$ cat src/rtl/booth_mult_pkg.sv
package booth_mult_pkg;

    typedef enum logic [2:0] {
        SEL_ZERO,
        SEL_POS1,
        SEL_POS2,
        SEL_NEG1,
        SEL_NEG2
    } booth_sel_e;

    // Window bits are {upper, middle, lower}; lower is the bit below the pair.
    function automatic booth_sel_e booth_decode(input logic [2:0] trio);
        booth_sel_e sel;
        case (trio)
            3'b001, 3'b010: sel = SEL_POS1;
            3'b011:         sel = SEL_POS2;
            3'b100:         sel = SEL_NEG2;
            3'b101, 3'b110: sel = SEL_NEG1;
            default:        sel = SEL_ZERO;
        endcase
        return sel;
    endfunction

endpackage

$ cat src/rtl/booth_pp_gen.sv
module booth_pp_gen #(
    parameter int W     = 8,
    parameter int PW    = 2 * W,
    parameter int SHIFT = 0
) (
    input  logic [2:0]    trio,
    input  logic [W-1:0]  mcnd,
    output logic [PW-1:0] pp,
    output logic          neg
);
    import booth_mult_pkg::*;

    booth_sel_e    sel;
    logic [PW-1:0] ext;
    logic [PW-1:0] mag;
    logic [PW-1:0] body;

    always_comb begin
        sel = booth_decode(trio);
        ext = PW'(signed'(mcnd));
        case (sel)
            SEL_POS1, SEL_NEG1: mag = ext;
            SEL_POS2, SEL_NEG2: mag = ext << 1;
            default:            mag = '0;
        endcase
        neg  = (sel == SEL_NEG1) || (sel == SEL_NEG2);
        // The +1 that completes the negation is supplied by the correction word.
        body = neg ? ~mag : mag;
        pp   = body << SHIFT;
    end

endmodule

$ cat src/rtl/csa_row.sv
module csa_row #(
    parameter int PW = 16
) (
    input  logic [PW-1:0] in_a,
    input  logic [PW-1:0] in_b,
    input  logic [PW-1:0] in_c,
    output logic [PW-1:0] sum_o,
    output logic [PW-1:0] cy_o
);
    logic [PW-1:0] maj;

    assign sum_o = in_a ^ in_b ^ in_c;
    assign maj   = (in_a & in_b) | (in_a & in_c) | (in_b & in_c);
    // Carry word is pre-aligned; the bit leaving the top is dropped.
    assign cy_o  = {maj[PW-2:0], 1'b0};

endmodule

$ cat src/rtl/cla_adder.sv
module cla_adder #(
    parameter int PW = 16,
    parameter int GW = 4
) (
    input  logic [PW-1:0] op_a,
    input  logic [PW-1:0] op_b,
    output logic [PW-1:0] sum_o
);
    localparam int NG = PW / GW;

    logic [PW-1:0] bp;
    logic [PW-1:0] bg;
    logic [PW-1:0] cin;
    logic [NG-1:0] grp_g;
    logic [NG-1:0] grp_p;
    logic [NG:0]   grp_c;

    always_comb begin
        logic acc_g;
        logic acc_p;
        logic run;
        bp = op_a ^ op_b;
        bg = op_a & op_b;
        // group generate / propagate
        for (int j = 0; j < NG; j++) begin
            acc_g = 1'b0;
            acc_p = 1'b1;
            for (int k = 0; k < GW; k++) begin
                acc_g = bg[j*GW+k] | (bp[j*GW+k] & acc_g);
                acc_p = acc_p & bp[j*GW+k];
            end
            grp_g[j] = acc_g;
            grp_p[j] = acc_p;
        end
        // carries into each group
        grp_c[0] = 1'b0;
        for (int j = 0; j < NG; j++) begin
            grp_c[j+1] = grp_g[j] | (grp_p[j] & grp_c[j]);
        end
        // carries inside each group from the group carry-in
        for (int j = 0; j < NG; j++) begin
            for (int k = 0; k < GW; k++) begin
                run = grp_c[j];
                for (int m = 0; m < k; m++) begin
                    run = bg[j*GW+m] | (bp[j*GW+m] & run);
                end
                cin[j*GW+k] = run;
            end
        end
        sum_o = bp ^ cin;
    end

endmodule

$ cat src/rtl/booth_mult_top.sv
module booth_mult_top #(
    parameter int W = 8
) (
    input  logic           clk,
    input  logic           rst,
    input  logic [W-1:0]   mplr_i,
    input  logic [W-1:0]   mcnd_i,
    output logic [2*W-1:0] prod_o
);
    localparam int PW   = 2 * W;
    localparam int NPP  = (W + 1) / 2;
    localparam int XW   = 2 * NPP;
    localparam int NOPS = NPP + 1;
    localparam int NROW = NOPS - 2;
    localparam int GW   = 4;

    typedef struct packed {
        logic [W-1:0]  x;
        logic [W-1:0]  y;
        logic [PW-1:0] p;
    } mul_state_t;

    mul_state_t st_d;
    mul_state_t st_q;

    logic [XW-1:0]  x_ext;
    logic [XW:0]    x_win;
    logic [NPP-1:0] neg_v;
    logic [PW-1:0]  corr_w;
    logic [PW-1:0]  pp_w [NPP];
    logic [PW-1:0]  row_s [NROW];
    logic [PW-1:0]  row_c [NROW];
    logic [PW-1:0]  sum_w;

    assign x_ext = XW'(signed'(st_q.x));
    assign x_win = {x_ext, 1'b0};

    for (genvar i = 0; i < NPP; i++) begin : g_pp
        booth_pp_gen #(
            .W    (W),
            .PW   (PW),
            .SHIFT(2 * i)
        ) u_pp (
            .trio(x_win[2*i+2:2*i]),
            .mcnd(st_q.y),
            .pp  (pp_w[i]),
            .neg (neg_v[i])
        );
    end

    always_comb begin
        corr_w = '0;
        for (int i = 0; i < NPP; i++) begin
            corr_w[2*i] = neg_v[i];
        end
    end

    for (genvar r = 0; r < NROW; r++) begin : g_row
        if (r == 0) begin : g_first
            csa_row #(.PW(PW)) u_csa (
                .in_a (pp_w[0]),
                .in_b (pp_w[1]),
                .in_c ((NPP > 2) ? pp_w[NPP > 2 ? 2 : 0] : corr_w),
                .sum_o(row_s[r]),
                .cy_o (row_c[r])
            );
        end else begin : g_next
            csa_row #(.PW(PW)) u_csa (
                .in_a (row_s[r-1]),
                .in_b (row_c[r-1]),
                .in_c ((r + 2 < NPP) ? pp_w[(r + 2 < NPP) ? r + 2 : 0] : corr_w),
                .sum_o(row_s[r]),
                .cy_o (row_c[r])
            );
        end
    end

    cla_adder #(
        .PW(PW),
        .GW(GW)
    ) u_cla (
        .op_a (row_s[NROW-1]),
        .op_b (row_c[NROW-1]),
        .sum_o(sum_w)
    );

    always_comb begin
        st_d   = st_q;
        st_d.x = mplr_i;
        st_d.y = mcnd_i;
        st_d.p = sum_w;
        if (rst) begin
            st_d = '0;
        end
    end

    always_ff @(posedge clk) begin
        st_q <= st_d;
    end

    assign prod_o = st_q.p;

endmodule

$ cat config.mk
export PLATFORM = sky130hd
export DESIGN_NAME = booth_mult_top
export DESIGN_NICKNAME = d
export VERILOG_FILES = /design/src/rtl/booth_mult_pkg.sv /design/src/rtl/booth_pp_gen.sv /design/src/rtl/csa_row.sv /design/src/rtl/cla_adder.sv /design/src/rtl/booth_mult_top.sv
export SDC_FILE = /design/constraint.sdc
export NUM_CORES = 1
export LEC_CHECK = 0
export BUFFER_PORTS_ARGS = -buffer_cell sky130_fd_sc_hd__buf_2
export CAP_MARGIN = 20
export CORE_MARGIN = 2
export CORE_UTILIZATION = 40
export CTS_CLUSTER_DIAMETER = 80
export DETAILED_ROUTE_END_ITERATION = 10
export SYNTH_ARGS = -nofsm -noshare
export SYNTH_HDL_FRONTEND = slang
export SYNTH_SLANG_ARGS = --single-unit
$ cat constraint.sdc
create_clock -name clk -period 5 [get_ports clk]
set_clock_uncertainty 0.1 [all_clocks]
set_input_delay 0.5 -clock clk [delete_from_list [all_inputs] [get_ports clk]]
set_output_delay 0.5 -clock clk [all_outputs]
set_load 0.005 [all_outputs]
-- After elaboration in Yosys (flattened, before gate mapping)
Cells that the tools add are included.
- register bits after elaboration: 32
- bits in latches: 0
- RAM bits: 0
- ROM bits: 0
- bits of input ports: 18
- output and inout bits: 16
- logic and storage cells: 144
- memories kept: 0
- $add $sub $neg: 0
- multipliers: 0
- div/mod/pow operators: 0
- $lt $le $gt $ge: 0
- eq/ne operators: 37
- shift-type cells: 0
- mux-type cells: 12
- bitwise operators: 74
- reduce and logical (&&, ||, !) cells: 18
- operators with widths (kind ; count):
    $and 15x15->15 ; 8
    $xor 16x16->16 ; 7
    $or 15x15->15 ; 6
    $eq 3x2->1 const B ; 14
    $eq 3x3->1 const B ; 13
    $pmux 3 s4 ; 3
    $pmux 16 s2 ; 1
    $and 15x7->15 ; 2
    $pmux 14 s2 ; 1
    $reduce_or 2->1 ; 14
    $and 1x1->1 ; 26
    $pmux 12 s2 ; 1
    $eq 3x1->1 const B ; 7
    $or 1x1->1 ; 20
    $pmux 10 s2 ; 1
    $mux 16 ; 1
    $not 16->16 ; 1
    $xor 16x7->16 ; 1
    $mux 14 ; 1
    $not 14->14 ; 1
    $mux 12 ; 1
    $not 12->12 ; 1
    $mux 10 ; 1
    $not 10->10 ; 1
    other kinds (4) ; 8

-- Logic depth before layout (Yosys ltp)
Gate-level depths: netlist (run 1).
- depth after elaboration: 35
- mapped depth: 22
- mapped depth without buffers: 20

-- Cells and area by module
From an unflattened synthesis (run 1), not the netlist that was laid out.
- cells, all modules: 345
- area total of the unflattened synthesis: 3806.2 um^2
- by module, submodules not included (module ; instances ; cells an instance ; area each (um^2) ; seq. area each (um^2)):
    booth_pp_gen (g_pp[1].u_pp ...) ; 3 ; 43 ; 340.3 ; 0.0
    csa_row ; 3 ; 18 ; 335.3 ; 0.0
    booth_mult_top ; 1 ; 84 ; 987.2 ; 640.6
    cla_adder ; 1 ; 36 ; 455.4 ; 0.0
    booth_pp_gen (g_pp[0].u_pp) ; 1 ; 42 ; 336.6 ; 0.0

-- Worst setup path before layout (run 1)
No wires, ideal clock.
- path type: reg-to-reg
- start point: register st_q (netlist bit x_ext[3])
- end point: register st_q (netlist bit prod_o[15])
- data arrival time: 4.995 ns
- required time: 4.772 ns
- slack: -0.223 ns
- cell stages (with the launch flop): 21
- buffers on the path: 2
- clock period less this slack: 5.223 ns
- cells stage by stage: dfxtp_1 buf_4 and3b_1 clkbuf_2 a22oi_1 o21ai_0 fa_1 inv_1 fa_1 inv_1 fa_1 ha_1 o21a_1 a2bb2oi_1 a211oi_1 fa_1 fa_1 fa_1 xnor2_1 xnor2_1 nor2_1
- word-level cells in the longest chain between the ends: 34
- elaborated cells between the ends (all ways): 94
- ends and longest elaborated chain (what ; RTL line ; RTL):
    start: declaration ; booth_mult_top.sv:24 ; mul_state_t st_q;
    start signal: assignment ; booth_mult_top.sv:98 ; st_q <= st_d;
    $eq 3x3->1, or another cell as far along ; booth_mult_pkg.sv:14 ; case (trio)
    $reduce_or 2->1 ; booth_mult_pkg.sv:14 ;
    $pmux 3 s4 ; booth_mult_pkg.sv:14 ;
    $eq 3x2->1, or another cell as far along ; booth_pp_gen.sv:21 ; case (sel)
    $reduce_or 2->1 ; booth_pp_gen.sv:21 ;
    $pmux 14 s2 ; booth_pp_gen.sv:21 ;
    $not 14->14 ; booth_pp_gen.sv:28 ; body = neg ? ~mag : mag;
    $mux 14 ; booth_pp_gen.sv:28 ;
    [... 18 more ...] ; -- ;
    $or 1x1->1 ; cla_adder.sv:38 ; grp_c[j+1] = grp_g[j] | (grp_p[j] & grp_c[j]);
    $and 1x1->1 ; cla_adder.sv:45 ; run = bg[j*GW+m] | (bp[j*GW+m] & run);
    $or 1x1->1 ; cla_adder.sv:45 ;
    $and 1x1->1 ; cla_adder.sv:45 ;
    $or 1x1->1 ; cla_adder.sv:45 ;
    $and 1x1->1 ; cla_adder.sv:45 ;
    $or 1x1->1 ; cla_adder.sv:45 ;
    $xor 16x16->16 (*) ; cla_adder.sv:50 ; sum_o = bp ^ cin;
Mark *: on every way between the ends. The rest lies on a longest branch, timed or not.
A chain may end at the register's enable or synchronous reset.

-- Final worst setup path (run 1)
Same ends and word-level chain as after synthesis.

==> flow_summary.toml, run 1 <==
[clock_tree]
cts_htree_levels = 2
cts-buffers-inserted = 5
clk_path_buf_depth = 2
clkSinkCount = 32
cts_tree = "done"
clk_pin_slew_ps = 80
clock_latency_ps = 300
ctsRootBufferMaster = "clkbuf_8"

[timing]
period_share_pct = 95.94
max_slew.worst_pin.slew_ps = 569.9
fin_ws_ps = 202.9
drv_slew = 0
setup_violations = 0
min_period_ps = 4797
finalHoldViolCount = 0
max_freq_ghz = 0.2085
relSlewSlack_pct = 62.01

[setup_path]
critPathLaunchType = "register"
worstSetupEndpointType = "register"
path_cells = "and3b_1 > a22oi_1 > o21ai_1 > fa_1 > inv_1 > fa_1 > inv_1 > fa_1 > ha_1 > o21a_1 > a2bb2oi_2 > a211oi_2 > fa_2 > fa_2 > fa_2 > xnor2_2 > xnor2_1 > nor2_1"
required_ps = 5070
cp.arrival_ps = 4870
cpPeakStageDelay_ps = 540
crit_slowest_cell = "fa_1"
worstPathMaxFanout = 8
cp_num_buf_inv = 2
crit_type = "register to register"
cp_top_family = "adder cells"

[yosys]
syn_area_per_cell_um2 = 8.854
synth.distinct_cells = 40
syn_inst = 339
synth_flop_cell = "dfxtp_1"
netlist_top_cells_area = "dfxtp_1 21%, fa_1 19%, ha_1 11%"
postSynthNetCount = 412
post_synth_instance_area_mm2 = 0.003002
synth-seq-area-share_pct = 21.34
synthArstFlopShare_pct = 0
synth_area_leader_cell = "dfxtp_1"
netlist.area_leader.share_pct = 21.34
ys_ff_latch = 32
ys_warn_count = 0
synth_edf_count = 0

[run]
maxCapViolCount = 0

[grt]
grt_pass1_vias = 2264
antenna_found_initial = 0
track_usage_pct = 16.38
grt-ovfl-total = 0
grt_first_pass_wirelength_um = 10630
grtUsageMet2_pct = 28.11
grt_max_degree = 33
met3_usage_pct = 2.003
grt_use_met1_pct = 20.67
top_usage_layer = "met2"

[final_layout]
layout_commonest_cell = "inv_1"
syn_to_final_growth_pct = 17.26
nets = 454
drive_gt1_share_pct = 24.08
mostFrequentLayoutCells = "51 x inv_1, 33 x buf_2, 30 x nor2_1"
utilization_pct = 48.53
antenna_cells = 0

[place]
dp_hpwl_um = 4985
dpl_worst_slack_ps = -70.07
gp_congestion = 0.8803
io_buffers = 33

[drt]
vias = 2275
initialDrtViolationCount = 71
antenna_left = 0
drt_wl_total_um = 6158
drc = 0
wl_per_cell_um = 12.80
viasPerCell = 4.730
drt-pass1-iter-count = 4

[floorplan]
core_region_area_mm2 = 0.007253
start_util_pct = 41.38
num_rows = 31
die_w_um = 90.63
die_area_mm2 = 0.008213
io_pins = 34
die_y_um = 90.63

[power_and_ir_drop]
cellLeakagePower_nw = 1.680
pwr_density_cell_mw_per_mm2 = 309.8
ir_worst_vdd_v = 0.0001087

[status]
outcome = "completed"

[min_path]
hold_class = "primary input to register"
-- power by group --
group | internal (mW) | total (mW) | switching [mW]
logic | 0.267 | 0.551 | 0.284
registers | 0.304 | 0.325 | 0.0206
clock network | 0.0986 | 0.215 | 0.116
-- area by class of cell --
| type | count | area, um^2 |
|---|---|---|
| repair buffers | 59 | 360.3 |
| multi-input cells | 230 | 2093 |
| fillers | 724 | 3734 |
| well taps | 99 | 123.9 |
| inverters | 53 | 198.9 |
| clock buffers | 5 | 68.82 |
| clock inverters | 3 | 23.77 |
| flip-flops and latches | 32 | 650.6 |
-- layer usage --
metal / vias up / share of wire (%)
li1: 1162 / -
met1: 1064 / 47
met2: 38 / 48
met3: 11 / 2.7
met4: 0 / 2.6
met5: - / 0
-- stage by stage --
| step | hold slack, ps | area (um^2) | setup TNS (ps) | std cells | power [mW] |
|---|---|---|---|---|---|
| 3_5_place_dp | 612.1 | 3376 | -70.07 | 472 | 0.8702 |
| 4_1_cts | 303.3 | 3472 | 0 | 480 | 1.091 |
| 3_3_place_gp | 606.6 | 3376 | 0 | 472 | 0.8554 |
| 6_report | 301.5 | 3520 | 0 | 481 | 1.090 |
| 2_1_floorplan | 471.6 | 3018 | 0 | 339 | 0.7250 |
| 5_1_grt | 302.9 | 3520 | -16.39 | 481 | 1.214 |
-- worst paths after layout --
check	start	endpoint	slack (ps)	cells after the start
worst max-delay path	x_ext[3]	prod_o[15]	200	18
worst min-delay path	mplr_i[6]	x_ext[6]	300	2
worst max register to register	x_ext[3]	prod_o[15]	200	18
worst min register to register	x_ext[1]	prod_o[0]	700	3
-- what timing repair did --
item,CTS,global route
gates resized for setup,4,21
setup buffers,0,1
hold buffers,0,0
pin swaps,1,4
setup endpoints to repair,1,4
-- logic make-up (layout without fill, tap and decap cells) --
group	after synthesis	after routing	synth area share [%]
compound gates	55	55	12.46
fa+ha+maj	55	55	30.18
buf+inv	77	120	10.59
xor+xnor	33	33	9.879
mux	6	6	2.043
flops	32	32	21.34
simple gates	81	81	13.51
-- cells in the mapped netlist, drive strengths merged (2+ instances only) --
cell and count:
inv 53, dfxtp 32, nor2 31, fa 29, ha 26, nor2b 22, xor2 17, o21ai 16
xnor2 16, buf 15, nand2 14, a22oi 10, clkbuf 9, a211oi 8, a21oi 6, mux2i 5
a22o 4, nand2b 3, nand3 3, and3b 2, o21a 2, o221ai 2, or3b 2
-- flip-flops by register name, indices dropped and copies added (netlist names) --
register / cells
prod_o: 16
st_q: 8
x_ext: 8
-- worst register-to-register path, delay by kind of cell, from the launching register on --
kind / cells / cell delay, ps
AO/OA/AOI/OAI: 5 / 720
flip-flops: 1 / 370
XOR/XNOR: 2 / 290
adder cells (fa/ha/maj): 7 / 2840
buffers and inverters: 2 / 110
AND/OR/NAND/NOR: 2 / 260
Power figures use the tool's default switching activity.
==> run 2: changes to the inputs <==
==> constraint.sdc (replaced) <==
create_clock -name clk -period 5.8 [get_ports clk]
set_clock_uncertainty 0.1 [all_clocks]
set_input_delay 0.58 -clock clk [delete_from_list [all_inputs] [get_ports clk]]
set_output_delay 0.58 -clock clk [all_outputs]
set_load 0.005 [all_outputs]
==> flow_summary.toml, run 2 (synthesis results as in run 1) <==
[floorplan]
core_region_area_mm2 = 0.007253
die_w_um = 90.63
die_area_mm2 = 0.008213
start_util_pct = 41.38
num_rows = 31
io_pins = 34
die_y_um = 90.63

[status]
outcome = "completed"

[final_layout]
nets = 438
largest_register_ffs = 16
drive_gt1_share_pct = 15.57
final_design_area_no_fill_mm2 = 0.003366
syn_to_final_growth_pct = 12.13
antenna_cells = 0
mostFrequentLayoutCells = "53 x inv_1, 33 x buf_2, 31 x dfxtp_1"
layout_commonest_cell = "inv_1"

[clock_tree]
clock_latency_ps = 290
ctsRootBufferMaster = "clkbuf_8"
clk_path_buf_depth = 2
cts_tree = "done"
clk_pin_slew_ps = 70
clkSinkCount = 32
post_cts_buffers = 0
cts_htree_levels = 2
cts-buffers-inserted = 5

[timing]
fin_ws_ps = 443.6
drv_slew = 0
relSlewSlack_pct = 61.32
period_share_pct = 92.35
tns_ps = 0
min_period_ps = 5356
setup_violations = 0
max_slew.worst_pin.slew_ps = 580.2
finalHoldViolCount = 0
rsz0062_at_grt = "false"
max_freq_ghz = 0.1867

[min_path]
hold_class = "primary input to register"
holdPathStages = 2
hp-start = "mcnd_i[0]"
min_to = "st_q[16]"

[setup_path]
crit_type = "register to register"
r2r_start = "x_ext[5]"
crit_slowest_cell = "fa_1"
cpMostUsedCell = "fa_1"
critPathLaunchType = "register"
cp_top_family = "adder cells"
path_cells = "and3b_1 > a22oi_1 > o21ai_0 > fa_1 > inv_1 > fa_1 > inv_1 > fa_1 > ha_1 > o21a_1 > a2bb2oi_2 > a211oi_1 > fa_1 > fa_1 > fa_1 > xnor2_1 > xnor2_1 > nor2_1"
required_ps = 5860
rrSetupSlack_ps = 440
r2r_cells = 18
cp.arrival_ps = 5420
cp_num_buf_inv = 2
rr_endpoint = "prod_o[15]"
worstSetupEndpointType = "register"
cpPeakStageDelay_ps = 560
worstPathMaxFanout = 7

[run]
maxCapViolCount = 0

[power_and_ir_drop]
ir_worst_vdd_v = 0.00009511
pwr_density_cell_mw_per_mm2 = 279.4
power_switching_uw = 342.5
cellLeakagePower_nw = 1.600
p_seq_share_pct = 30.0
combPwrFrac_pct = 46.7
p_sw_share_pct = 36.41
p_clk_share_pct = 23.3
p_int_uw = 598.1

[place]
io_buffers = 33
dpl_cell_area_mm2 = 0.003247
dp_hpwl_um = 4595
dpl_worst_slack_ps = 233.8
gp_congestion = 0.9154

[drt]
antenna_left = 0
drt_wl_total_um = 5764
viasPerCell = 4.731
vias = 2200
drt-pass1-iter-count = 4
wl_per_cell_um = 12.40
initialDrtViolationCount = 151
drc = 0

[grt]
track_usage_pct = 15.44
grt_pass1_vias = 2156
top_usage_layer = "met2"
grt_first_pass_wirelength_um = 10160
grt_max_degree = 33
grt-ovfl-total = 0
grt_use_met1_pct = 20.29
grtUsageMet2_pct = 26.31
antenna_found_initial = 0
met3_usage_pct = 2.003
==> run 2: worst max-delay path by stage <==
stage	cells past startpoint	end	from
floorplan	20	prod_o[15]	x_ext[3]
global placement	18	prod_o[15]	x_ext[3]
detailed placement	18	prod_o[15]	x_ext[3]
CTS	18	prod_o[15]	x_ext[3]
global route	18	prod_o[15]	x_ext[3]
finish	18	prod_o[15]	x_ext[5]
==> run 2: metal layers <==
layer / vias up / wire (um)
met5: - / 0
met4: 0 / 92
met3: 7 / 156
met2: 40 / 2788
met1: 1024 / 2726
li1: 1129 / -
==> run 2: layout make-up <==
class                           count  area [um^2]
Multi-Input combinational cell    230         2049
Timing Repair Buffer               43        240.2
Tap cell                           99        123.9
Clock inverter                      3        42.54
Sequential cell                    32        641.9
Clock buffer                        5        68.82
Inverter                           53        198.9
Fill cell                         728         3887
==> run 2: worst reg2reg max path, cell delays in order, from the launching register on <==
cell and delay (ps):
dfxtp_1 370, and3b_1 270, a22oi_1 200, o21ai_0 150, fa_1 560, inv_1 50
fa_1 490, inv_1 60, fa_1 490, ha_1 290, o21a_1 140, a2bb2oi_2 180
a211oi_1 130, fa_1 460, fa_1 460, fa_1 440, xnor2_1 200, xnor2_1 140
nor2_1 50
==> run 2: per-stage QoR <==
stage | total power [mW] | utilization, % | instances | hold slack (ps)
final | 0.9405 | 46.40 | 465 | 390.6
after global routing | 1.055 | 46.40 | 465 | 389.5
after CTS | 0.9554 | 46.30 | 465 | 386.2
after detailed placement | 0.7282 | 44.76 | 457 | 693.2
after global placement | 0.7182 | 44.76 | 457 | 688.3
after floorplan | 0.6166 | - | 339 | 551.6
==> run 2: power groups by stage <==
stage | clock, mW | combinational [mW] | sequential (mW)
floorplan | 0 | 0.331 | 0.285
global placement | 0 | 0.432 | 0.286
detailed placement | 0 | 0.441 | 0.287
CTS | 0.228 | 0.445 | 0.282
global route | 0.241 | 0.526 | 0.287
finish | 0.220 | 0.439 | 0.282
==> run 2: repair_timing <==
| item | in CTS | in global routing |
|---|---|---|
| gates resized for setup | 0 | 2 |
| hold buffers | 0 | 0 |
| endpoints found under the setup margin | 0 | 1 |
